==> config.mk <==
export PLATFORM = sky130hd
export DESIGN_NAME = ledr_link
export DESIGN_NICKNAME = d
export VERILOG_FILES = /design/src/rtl/ledr_pkg.sv /design/src/rtl/ledr_delay.sv /design/src/rtl/ledr_tx.sv /design/src/rtl/ledr_rx.sv /design/src/rtl/ledr_link.sv
export SDC_FILE = /design/constraint.sdc
export NUM_CORES = 1
export LEC_CHECK = 0
export BUFFER_PORTS_ARGS = -buffer_cell sky130_fd_sc_hd__buf_2
export CELL_PAD_IN_SITES_DETAIL_PLACEMENT = 0
export CELL_PAD_IN_SITES_GLOBAL_PLACEMENT = 2
export CORE_MARGIN = 2
export CORE_UTILIZATION = 27
export DETAILED_ROUTE_END_ITERATION = 6
export GPL_TIMING_DRIVEN = 0
export PLACE_DENSITY = 0.67
export SKIP_CTS_REPAIR_TIMING = 1
export SYNTH_ARGS = -nofsm -noshare
export SYNTH_HDL_FRONTEND = slang
export SYNTH_SLANG_ARGS = --single-unit
==> constraint.sdc <==
create_clock -name clk -period 1.26 [get_ports clk]
set_clock_uncertainty 0.05 [all_clocks]
set_input_delay 0.252 -clock clk [delete_from_list [all_inputs] [get_ports clk]]
set_output_delay 0.252 -clock clk [all_outputs]
set_load 0.05 [all_outputs]
==> src/rtl/ledr_pkg.sv <==
package ledr_pkg;
    typedef enum logic {TX_IDLE = 1'b0, TX_WAIT = 1'b1} tx_state_t;
    typedef enum logic {RX_LISTEN = 1'b0, RX_HOLD = 1'b1} rx_state_t;
endpackage

==> src/rtl/ledr_delay.sv <==
module ledr_delay #(
    parameter int W     = 1,
    parameter int DEPTH = 1
) (
    input  logic         clk,
    input  logic         rst_n,
    input  logic [W-1:0] d,
    output logic [W-1:0] q
);
    generate
        if (DEPTH == 0) begin : g_wire
            assign q = d;
        end else begin : g_pipe
            logic [W-1:0] stage_q [DEPTH];
            always_ff @(posedge clk) begin
                if (!rst_n) begin
                    for (int i = 0; i < DEPTH; i++) stage_q[i] <= '0;
                end else begin
                    stage_q[0] <= d;
                    for (int i = 1; i < DEPTH; i++) stage_q[i] <= stage_q[i-1];
                end
            end
            assign q = stage_q[DEPTH-1];
        end
    endgenerate
endmodule

==> src/rtl/ledr_tx.sv <==
module ledr_tx
    import ledr_pkg::*;
(
    input  logic clk,
    input  logic rst_n,
    input  logic in_valid,
    input  logic in_bit,
    output logic in_ready,
    input  logic ack_seen,
    output logic rail_v,
    output logic rail_r
);
    tx_state_t state_q, state_d;
    logic      phase_q;
    logic      take;

    assign in_ready = (state_q == TX_IDLE);
    assign take     = in_ready && in_valid;

    always_comb begin
        state_d = state_q;
        unique case (state_q)
            TX_IDLE: if (in_valid) state_d = TX_WAIT;
            TX_WAIT: if (ack_seen == phase_q) state_d = TX_IDLE;
        endcase
    end

    always_ff @(posedge clk) begin
        if (!rst_n) state_q <= TX_IDLE;
        else        state_q <= state_d;
    end

    always_ff @(posedge clk) begin
        if (!rst_n) begin
            phase_q <= 1'b0;
            rail_v  <= 1'b0;
            rail_r  <= 1'b0;
        end else if (take) begin
            phase_q <= ~phase_q;
            rail_v  <= in_bit;
            rail_r  <= in_bit ^ ~phase_q;
        end
    end

    a_r2_value_rail: assert property (@(posedge clk) disable iff (!rst_n)
        take |=> rail_v == $past(in_bit));
    a_r3_phase_flip: assert property (@(posedge clk) disable iff (!rst_n)
        take |=> (rail_v ^ rail_r) != $past(rail_v ^ rail_r));
    a_r4_one_rail: assert property (@(posedge clk) disable iff (!rst_n)
        take |=> $countones({rail_v, rail_r} ^ $past({rail_v, rail_r})) == 1);
    a_r9_hold_word: assert property (@(posedge clk) disable iff (!rst_n)
        (state_q == TX_WAIT) |=> $stable({rail_v, rail_r}));
    a_r7_ack_matches: assert property (@(posedge clk) disable iff (!rst_n)
        take |-> ack_seen == (rail_v ^ rail_r));
endmodule

==> src/rtl/ledr_rx.sv <==
module ledr_rx
    import ledr_pkg::*;
(
    input  logic clk,
    input  logic rst_n,
    input  logic rv_seen,
    input  logic rr_seen,
    output logic out_valid,
    output logic out_bit,
    input  logic out_ready,
    output logic ack
);
    rx_state_t state_q, state_d;
    logic      fresh;

    assign out_valid = (state_q == RX_HOLD);
    assign fresh     = (rv_seen ^ rr_seen) != ack;

    always_comb begin
        state_d = state_q;
        unique case (state_q)
            RX_LISTEN: if (fresh) state_d = RX_HOLD;
            RX_HOLD:   if (out_ready) state_d = RX_LISTEN;
        endcase
    end

    always_ff @(posedge clk) begin
        if (!rst_n) state_q <= RX_LISTEN;
        else        state_q <= state_d;
    end

    always_ff @(posedge clk) begin
        if (!rst_n) begin
            out_bit <= 1'b0;
            ack     <= 1'b0;
        end else begin
            if (state_q == RX_LISTEN && fresh) out_bit <= rv_seen;
            if (state_q == RX_HOLD && out_ready) ack <= ~ack;
        end
    end

    a_r8_stall_hold: assert property (@(posedge clk) disable iff (!rst_n)
        (out_valid && !out_ready) |=> out_valid && $stable(out_bit) && $stable(ack));
    a_r6_ack_moves: assert property (@(posedge clk) disable iff (!rst_n)
        (out_valid && out_ready) |=> ack != $past(ack));
    a_r6_ack_quiet: assert property (@(posedge clk) disable iff (!rst_n)
        !(out_valid && out_ready) |=> $stable(ack));
    a_r5_no_phantom: assert property (@(posedge clk) disable iff (!rst_n)
        (!out_valid && (rv_seen ^ rr_seen) == ack) |=> !out_valid);
endmodule

==> src/rtl/ledr_link.sv <==
module ledr_link #(
    parameter int CHAN_DLY = 1
) (
    input  logic clk,
    input  logic rst_n,
    input  logic in_valid,
    input  logic in_bit,
    output logic in_ready,
    output logic out_valid,
    output logic out_bit,
    input  logic out_ready,
    output logic rail_v,
    output logic rail_r,
    output logic ack
);
    logic [1:0] rails_far;
    logic       ack_far;

    ledr_tx u_tx (
        .clk      (clk),
        .rst_n    (rst_n),
        .in_valid (in_valid),
        .in_bit   (in_bit),
        .in_ready (in_ready),
        .ack_seen (ack_far),
        .rail_v   (rail_v),
        .rail_r   (rail_r)
    );

    ledr_delay #(.W(2), .DEPTH(CHAN_DLY)) u_fwd (
        .clk   (clk),
        .rst_n (rst_n),
        .d     ({rail_v, rail_r}),
        .q     (rails_far)
    );

    ledr_delay #(.W(1), .DEPTH(CHAN_DLY)) u_back (
        .clk   (clk),
        .rst_n (rst_n),
        .d     (ack),
        .q     (ack_far)
    );

    ledr_rx u_rx (
        .clk       (clk),
        .rst_n     (rst_n),
        .rv_seen   (rails_far[1]),
        .rr_seen   (rails_far[0]),
        .out_valid (out_valid),
        .out_bit   (out_bit),
        .out_ready (out_ready),
        .ack       (ack)
    );

    a_r1_reset_rest: assert property (@(posedge clk)
        !rst_n |=> !rail_v && !rail_r && !ack && !out_valid && in_ready);
endmodule

==> run metrics, run 1 <==
core area 1330 um^2; Final min period ~1.2 ns; sequential power share a little under half; final core occ between 30% and 40%; Crit path depth 1; syn nets 43; antenna viol nets, final 0; RSZ-0062 raised after global routing false; Top reg by flops u_fwd.g_pipe.stage_q; Vias between 200 and 300; vias in the first global route roughly 280; TritonCTS Buffers 3; combinational power share approximately 18%; Max-Cap Viols 0; Hold WC Path Type input pin to flip-flop; DRC viols 0; setup tns final 0 ns; Mapped Avg Cell Area ~10 um^2; Distinct cells, synth 16; global-route wire length before repair 1150 um; clock root buffer clkbuf_4; Slowest-stage cell, CP dfxtp_4; largest net degree at the start of global routing 11; Netlist Area Pre-Place 390 um^2; Slew Viols, Final 0; Synth Register Bits 10; Synth Warn # 0; Tot GR Track Use slightly below 9%; hpwl dp between 500 and 600 um; status completed; Crit path buffers/inverters 1; Final Worst Setup Slack 0.0792 ns; Routed WL roughly 670 um; dpl cell area approximately 460 um^2; Switching Power about 0.22 mW; Worst path top cell family by delay flip-flops; clock sink total 10; TritonRoute pass-1 iters 3; crit start category flip-flop; CTS tree done; Layout area overhead 28.8%; actual transition at the worst max-transition pin around 0.38 ns; overall power about 0.8 mW; Clk pwr share between 30% and 40%; FP Rows 13; worst path cell trace buf_2; Worst VDD drop 0.925 mV; Synth area leaders dfxtp_1, nor2b_1, xnor2_1; H-tree Lvls 1; Via density ~4.3; worst stage delay on the critical path 0.36 ns; Hold Vio Cnt, Final 0; worst setup path class flip-flop to output pin; Worst Setup End Kind output pin; drt wl/cell 10.0 um; Syn Inst Count 38; Hold Crit Depth 2; internal power 0.569 mW; Pwr Density about 1600 nW/um^2; GR Overflow Total 0; diode count 0; Die W between 40 and 50 um; initial core utilization between 20% and 30%; initial antenna violation count 0; die area between 1500 and 2000 um^2; Seq/Total Area, Yosys roughly 50%; layout cells sized above 1 around 35%; Max Freq approximately 850 MHz; Final Cycle Share a little over nine tenths; worst skew pair latency 0.27 ns; CP arrival 0.88 ns; final net count 58; P_leak approximately 0.23 nW; Final Cell Area roughly 500 um^2; max reg flops 2; clock slew at the register clock pins of the worst setup and hold paths 0.07 ns; dpl ws around 0.12 ns; Die Y 42.0 um; initial DRC count 7; final setup fails 0; Sw Ratio between 20% and 30%; crit path max fanout 4; Max clock buf depth 2; max_slew headroom 74.6%; post-synth top area cell dfxtp_1; worst path required time 0.96 ns; GPL Wtd Cong between 0.6 and 0.7; post-synth top area share 51.3%; cells on worst reg2reg path 3; I/O pins 11; PortBufs 10
==> placed cells by master, fill, tap and decap left out <==
cell type	Yosys	routed
buf_2	1	10
dfxtp_1	10	8
nor2b_1	5	5
and2_1	4	4
xnor2_1	3	3
clkbuf_4	0	3
mux2i_1	2	2
o21ai_0	2	2
xor2_1	2	2
nand3_1	2	2
inv_1	1	1
a21boi_1	1	1
nand2_1	1	1
a21oi_1	1	1
or4b_1	1	1
nand3b_1	1	1
and2_2	1	1
clkbuf_8	0	1
buf_4	0	1
dfxtp_4	0	1
dfxtp_2	0	1
==> layout make-up <==
type | count | area, um^2
multi-input cells | 26 | 181
fillers | 144 | 831
inverters | 1 | 3.75
well taps | 15 | 18.8
flip-flops and latches | 10 | 205
clock buffers | 4 | 36.3
plain buffers | 1 | 5.00
repair buffers | 10 | 52.6
==> synthesized netlist by cell type, drive strengths merged <==
library cell and count:
dfxtp 10, and2 5, nor2b 5, xnor2 3
mux2i 2, nand3 2, o21ai 2, xor2 2
a21boi 1, a21oi 1, buf 1, inv 1
nand2 1, nand3b 1, or4b 1
==> power by group through the flow <==
| stage | Combinational [mW] | Sequential (mW) | Clock (mW) |
|---|---|---|---|
| 2_1_floorplan | 0.0628 | 0.413 | 0 |
| 3_3_place_gp | 0.139 | 0.368 | 0 |
| 3_5_place_dp | 0.142 | 0.368 | 0 |
| 4_1_cts | 0.142 | 0.361 | 0.294 |
| 5_1_grt | 0.153 | 0.369 | 0.317 |
| 6_report | 0.143 | 0.362 | 0.283 |
==> stage by stage <==
step                      cells  hold slack (ns)
after floorplan              38            0.355
after global placement       63            0.417
after detailed placement     63            0.433
after CTS                    67            0.197
after global routing         67            0.197
final                        67            0.198
==> path summary, 6_finish.rpt <==
path	startpoint	to	slack [ns]
hold reg to reg	u_tx.rail_v	u_fwd.g_pipe.stage_q[0][1]	0.43
setup reg to reg	u_rx.ack	u_rx.out_valid	0.10
hold / removal	rst_n	u_rx.out_bit	0.20
setup / recovery	u_rx.ack	ack	0.08
==> cell families after synthesis <==
kind of cell	share of synthesized area, %
AO/OA/AOI/OAI	5.77
AND/OR/NAND/NOR	24.4
XOR/XNOR	11.2
flip-flops	51.3
buffers and inverters	2.24
multiplexers	5.13
==> routing by layer <==
metal  GRT usage [%]  up-vias  routed length [um]  part of all wire [%]
met5               0        -                   0                     0
met4               0        0                   0                     0
met3            7.76        0                  53                   7.9
met2            13.8        9                 329                    49
met1            9.45      127                 289                    43
li1                -      152                   -                     -
(Power assumes the default switching activity.)
==> run 2, diff against run 1 <==
ABC_AREA = 1   (was default)
CTS_BUF_LIST = sky130_fd_sc_hd__clkbuf_8   (was default)
PLACE_DENSITY = 0.74   (was 0.67)
==> run 2 against run 1 <==
Flip-flop and latch count unchanged. Synthesized cell count increased by 50%. Critical path depth did not move. Combinational power rose by 27%. Synthesized area is 5.4% higher. Routed wire length up 5.5%. Clock-buffer cell count decreased by 1. Design area is 4.5% higher. Sequential power is 2% higher. First-iteration DRC count increased by 29%. Sequential share of layout area fell by 2.7 points. Via count increased by 27%. Highest routed layer is now met4.
==> run metrics, run 2 <==
P_leak roughly 0.28 nW; r2r endpoint u_rx.out_valid; Netlist Area Pre-Place between 400 and 500 um^2; drt wl/cell approximately 8.2 um; Vias about 370; I/O pins 11; Die Y between 40 and 50 um; Hold Vio Cnt, Final 0; Hold Crit Depth 3; initial antenna violation count 0; cells on worst reg2reg path 5; H-tree Lvls 1; max reg flops 2; worst stage delay on the critical path approximately 0.40 ns; clock sink total 10; flop2flop setup slack 0.26 ns; Syn Inst Count 57; die area approximately 1900 um^2; Max Freq 833 MHz; Async SR Flop Fraction 0%; max_slew headroom between 80% and 90%; Die W about 43 um; post-synth top area cell dfxtp_1; initial core utilization between 20% and 30%; diode count 0; Max clock buf depth 2; crit start category flip-flop; global-route wire length before repair around 1300 um; Cells after DPL slightly above 80; GPL Wtd Cong 0.674; antenna viol nets, final 0; Hold Path Sink u_rx.ack; Worst VDD drop slightly above 0.7 mV; hpwl dp a little under 600 um; status completed; Top reg by flops u_fwd.g_pipe.stage_q; Synth Flop Type dfxtp_1; most frequent cells after synthesis inv_1, nand2_1, dfxtp_1; post-synth top area share roughly 49%; vias in the first global route 338; Routed WL just over 700 um; Via density between 4 and 5; worst setup path class flip-flop to output pin; Worst path top cell family by delay flip-flops; FF+latch area 200 um^2; final net count a little under 80; CTS tree done; Distinct cells, synth 11; post-route insts no fill 86; layout cells sized above 1 between 20% and 30%; final setup fails 0; Pwr Density around 1600 nW/um^2; worst skew pair latency approximately 0.22 ns; clock root buffer clkbuf_8; setup tns final 0 ns; hold_ws approximately 0.25 ns; Synth Warn # 0; syn nets 62; TritonRoute pass-1 iters 3; clock slew at the register clock pins of the worst setup and hold paths around 0.040 ns; Seq/Total Area, Yosys about half; Hold Path Origin out_ready; largest net degree at the start of global routing 9; PortBufs 10; Synth area leaders dfxtp_1, inv_1, nand2_1; Layout area overhead 27.7%; Crit path buffers/inverters 1; Post-synth EDFFs 0; r2r startpoint u_rx.ack; initial DRC count 9; GR Overflow Total 0; Max-Cap Viols 0; crit path max fanout 5; Tot GR Track Use roughly a tenth; multi-input logic area 163 um^2; dpl ws approximately 0.25 ns; worst path cell trace clkbuf_4; # fillers between 150 and 200; Mapped Avg Cell Area approximately 7.2 um^2; Final Cycle Share approximately 95%; Slowest-stage cell, CP dfxtp_1; Worst Setup End Kind output pin; actual transition at the worst max-transition pin between 0.2 and 0.25 ns; TritonCTS Buffers 3; CP arrival approximately 0.90 ns; Final Worst Setup Slack 0.0598 ns; DRC viols 0; core area 1470 um^2; Final min period 1.20 ns; highest-count cells in the layout ignoring fill and taps inv_1, nand2_1, dfxtp_1; worst path required time 0.96 ns; Slew Viols, Final 0; Synth Register Bits 10; RSZ-0062 raised after global routing false; FP Rows 14; Hold WC Path Type input pin to flip-flop
run 2: layout make-up:
cell class / count / share of cell area [%]
Timing Repair Buffer: 10 / 10.0
Sequential cell: 10 / 38.1
Inverter: 13 / 9.29
Tap cell: 16 / 3.81
Clock buffer: 3 / 7.86
Multi-Input combinational cell: 34 / 31.0
run 2: kinds of logic (layout without fill, tap and decap cells):
kind of cell | after synthesis | count (layout) | synth area share [%]
xor+xnor | 2 | 2 | 4.26
simple gates | 22 | 22 | 23.1
compound gates | 10 | 10 | 12.2
flops | 10 | 10 | 48.6
buf+inv | 13 | 26 | 11.9
run 2: how the worst max path moves through the flow:
stage          startpoint             end  slack [ns]  cells past startpoint
2_1_floorplan    u_rx.ack  u_rx.out_valid       0.008                      5
3_3_place_gp     u_rx.ack  u_rx.out_valid        0.27                      5
3_5_place_dp     u_rx.ack  u_rx.out_valid        0.25                      5
4_1_cts          u_rx.ack             ack        0.03                      1
5_1_grt          u_rx.ack             ack       0.003                      1
6_report         u_rx.ack             ack        0.06                      1
run 2: stage by stage:
step | utilization (%) | instance area [um^2] | power, mW
CTS | 35.5 | 523 | 0.877
detailed placement | 32.7 | 482 | 0.559
global placement | 32.7 | 482 | 0.559
finish | 35.7 | 526 | 0.861
global route | 35.7 | 526 | 0.922
floorplan | - | 412 | 0.514
run 2: power by group:
part | leakage (nW) | internal [mW] | switching [mW] | total [mW]
Clock | 0.0216 | 0.207 | 0.102 | 0.309
Combinational | 0.178 | 0.0522 | 0.130 | 0.182
Sequential | 0.0823 | 0.347 | 0.0224 | 0.370
Total | 0.281 | 0.607 | 0.254 | 0.861
run 2: worst reg2reg max path: stages (launching register included):
cell and delay (ns):
dfxtp_1 0.40, inv_2 0.07, nand3_1 0.08, nand2_1 0.08, o21ai_0 0.15, inv_1 0.05
run 2: layer usage:
metal	vias to the layer above	track usage [%]	part of all wire (%)
li1	201	-	-
met3	2	3.83	2.5
met1	158	12.0	50
met5	-	0	0
met4	0	9.09	1.1
met2	4	14.2	46
==> run 3, diff against run 2 <==
CORE_UTILIZATION = 28   (was 27)
PLACE_DENSITY = 0.75   (was 0.74)
SYNTH_HIERARCHICAL = 1   (was default)
==> run 3 against run 2 <==
Combinational power up 8%. Clock power grew 2%. Via count grew 7.9%. Total power increased by 2.2%. Synthesized area is 9.7% higher. Register-to-register slack improved by 0.04 ns. Non-clock buffer count unchanged. Synthesized cell count rose by 14%. Clock-buffer cell count did not move. Largest cell class unchanged. Die area increased by 5.3%.
==> run metrics, run 3 <==
diode count 0; clock sink total 10; Synth area leaders dfxtp_1, nand2_1, nand3_1; global-route wire length before repair ~1400 um; post-synth top area cell dfxtp_1; final net count 85; Async SR Flop Fraction 0%; Worst Setup EP ack; die area ~2000 um^2; Max-Cap Viols 0; Top reg by flops u_fwd/g_pipe.stage_q; actual transition at the worst max-transition pin about 0.25 ns; cells on worst reg2reg path 7; GPL Wtd Cong 0.635; Layout area overhead 25.2%; Final Cycle Share a little over nine tenths; P_leak 0.300 nW; Hold WC Path Type input pin to flip-flop; TritonRoute pass-1 iters 3; largest net degree at the start of global routing 11; r2r endpoint u_rx/out_bit; Syn Inst Count 65; Worst VDD drop 0.469 mV; PortBufs 10; Max clock buf depth 2; highest-count cells in the layout ignoring fill and taps nand2_1, inv_1, dfxtp_1; final core occ between 30% and 40%; TritonCTS Buffers 3; final setup fails 0; Distinct cells, synth 14; Crit path depth 1; I/O pins 11; GR Overflow Total 0; Final min period approximately 1.2 ns; max reg flops 2; Die Y between 40 and 50 um; CTS tree done; Pwr Density about 1600 nW/um^2; post-route insts no fill 94; Crit path buffers/inverters 1; Slowest-stage cell, CP dfxtp_1; Worst Setup End Kind output pin; most frequent cells after synthesis nand2_1, dfxtp_1, inv_1; max_slew headroom 83.6%; worst stage delay on the critical path approximately 0.41 ns; hpwl dp 632 um; Hold Vio Cnt, Final 0; worst path cell trace clkbuf_4; initial antenna violation count 0; H-tree Lvls 1; vias in the first global route around 380; DRC viols 0; Post-synth EDFFs 0; Seq/Total Area, Yosys between 40% and 50%; Synth Register Bits 10; Die W roughly 44 um; status completed; worst setup path class flip-flop to output pin; initial DRC count 2; FP Rows 14; Netlist Area Pre-Place 452 um^2; flop2flop setup slack approximately 0.3 ns; Slew Viols, Final 0; Routed WL roughly 800 um; clock slew at the register clock pins of the worst setup and hold paths about 0.040 ns; antenna viol nets, final 0; Crit. Startpoint u_rx/ack; Cells after DPL 91; syn nets 70; worst path required time 0.96 ns; Tot GR Track Use about a tenth; Worst path top cell family by delay flip-flops; Max Freq a little over 800 MHz; top-count cell post-synth nand2_1; Synth Flop Type dfxtp_1; initial core utilization between 20 and 30%; CP arrival between 0.9 and 1 ns; layout cells sized above 1 about a third; worst skew pair latency 0.23 ns; drt wl/cell around 8.4 um; Synth Warn # 6; core area about 1500 um^2; setup tns final 0 ns; commonest non-fill, non-tap cell in the layout nand2_1; Vias about 390; clock root buffer clkbuf_8; crit start category flip-flop; Via density 4.19; r2r startpoint u_fwd/g_pipe.stage_q[0][1]; crit path max fanout 5; RSZ-0062 raised after global routing false; Mapped Avg Cell Area ~6.9 um^2; post-synth top area share roughly 44%
## run 3: changes by cell type after synthesis, moves of 3 or more
cell     change
nand2_1      +4
o21ai_0      -5
inv_2        +3
a21oi_1      -3
## run 3: worst min-delay path, cell delays in order
cell	delay, ns
buf_2	0.10
o21ai_2	0.06
nor2_1	0.07
## run 3: layout make-up
type / instances / area, um^2
well taps: 16 / 20.0
repair buffers: 10 / 52.6
fillers: 170 / 941
clock buffers: 3 / 41.3
multi-input cells: 39 / 190
inverters: 16 / 61.3
flip-flops and latches: 10 / 200
## run 3: kinds of logic (layout without fill, tap and decap cells)
family	Yosys count	in the layout	share of synthesized area, %
compound gates	7	7	10.3
buf+inv	16	29	13.6
flops	10	10	44.3
simple gates	32	32	31.9
## run 3: routing by layer
layer,global-route usage [%],part of all wire [%],vias to the layer above
li1,-,-,223
met1,12.0,49,164
met2,16.2,47,5
met3,2.45,3.3,2
met4,7.27,1.0,0
met5,0,0,-
## run 3: worst min path at each step
stage,cells after the start,startpoint,endpoint
floorplan,2,rst_n,u_fwd/g_pipe.stage_q[0][1]
global placement,2,u_tx/rail_r,u_fwd/g_pipe.stage_q[0][0]
detailed placement,2,u_tx/rail_r,u_fwd/g_pipe.stage_q[0][0]
CTS,3,in_bit,u_tx/rail_v
global route,3,in_bit,u_tx/rail_v
finish,3,in_bit,u_tx/rail_v
## run 3: through the flow
| step | hold WS (ns) | setup slack (ns) | power (mW) | cell area (um^2) |
|---|---|---|---|---|
| after floorplan | 0.295 | 0.0311 | 0.525 | 452 |
| after global placement | 0.392 | 0.269 | 0.573 | 522 |
| after detailed placement | 0.387 | 0.266 | 0.571 | 522 |
| after CTS | 0.236 | 0.0205 | 0.892 | 563 |
| after global routing | 0.292 | 0.00346 | 0.928 | 566 |
| final | 0.242 | 0.0519 | 0.880 | 566 |
## run 3: power breakdown
part / leakage (nW) / switching (mW) / internal (mW)
sequential: 0.0824 / 0.0226 / 0.346
combinational: 0.196 / 0.139 / 0.0571
clock: 0.0216 / 0.108 / 0.208
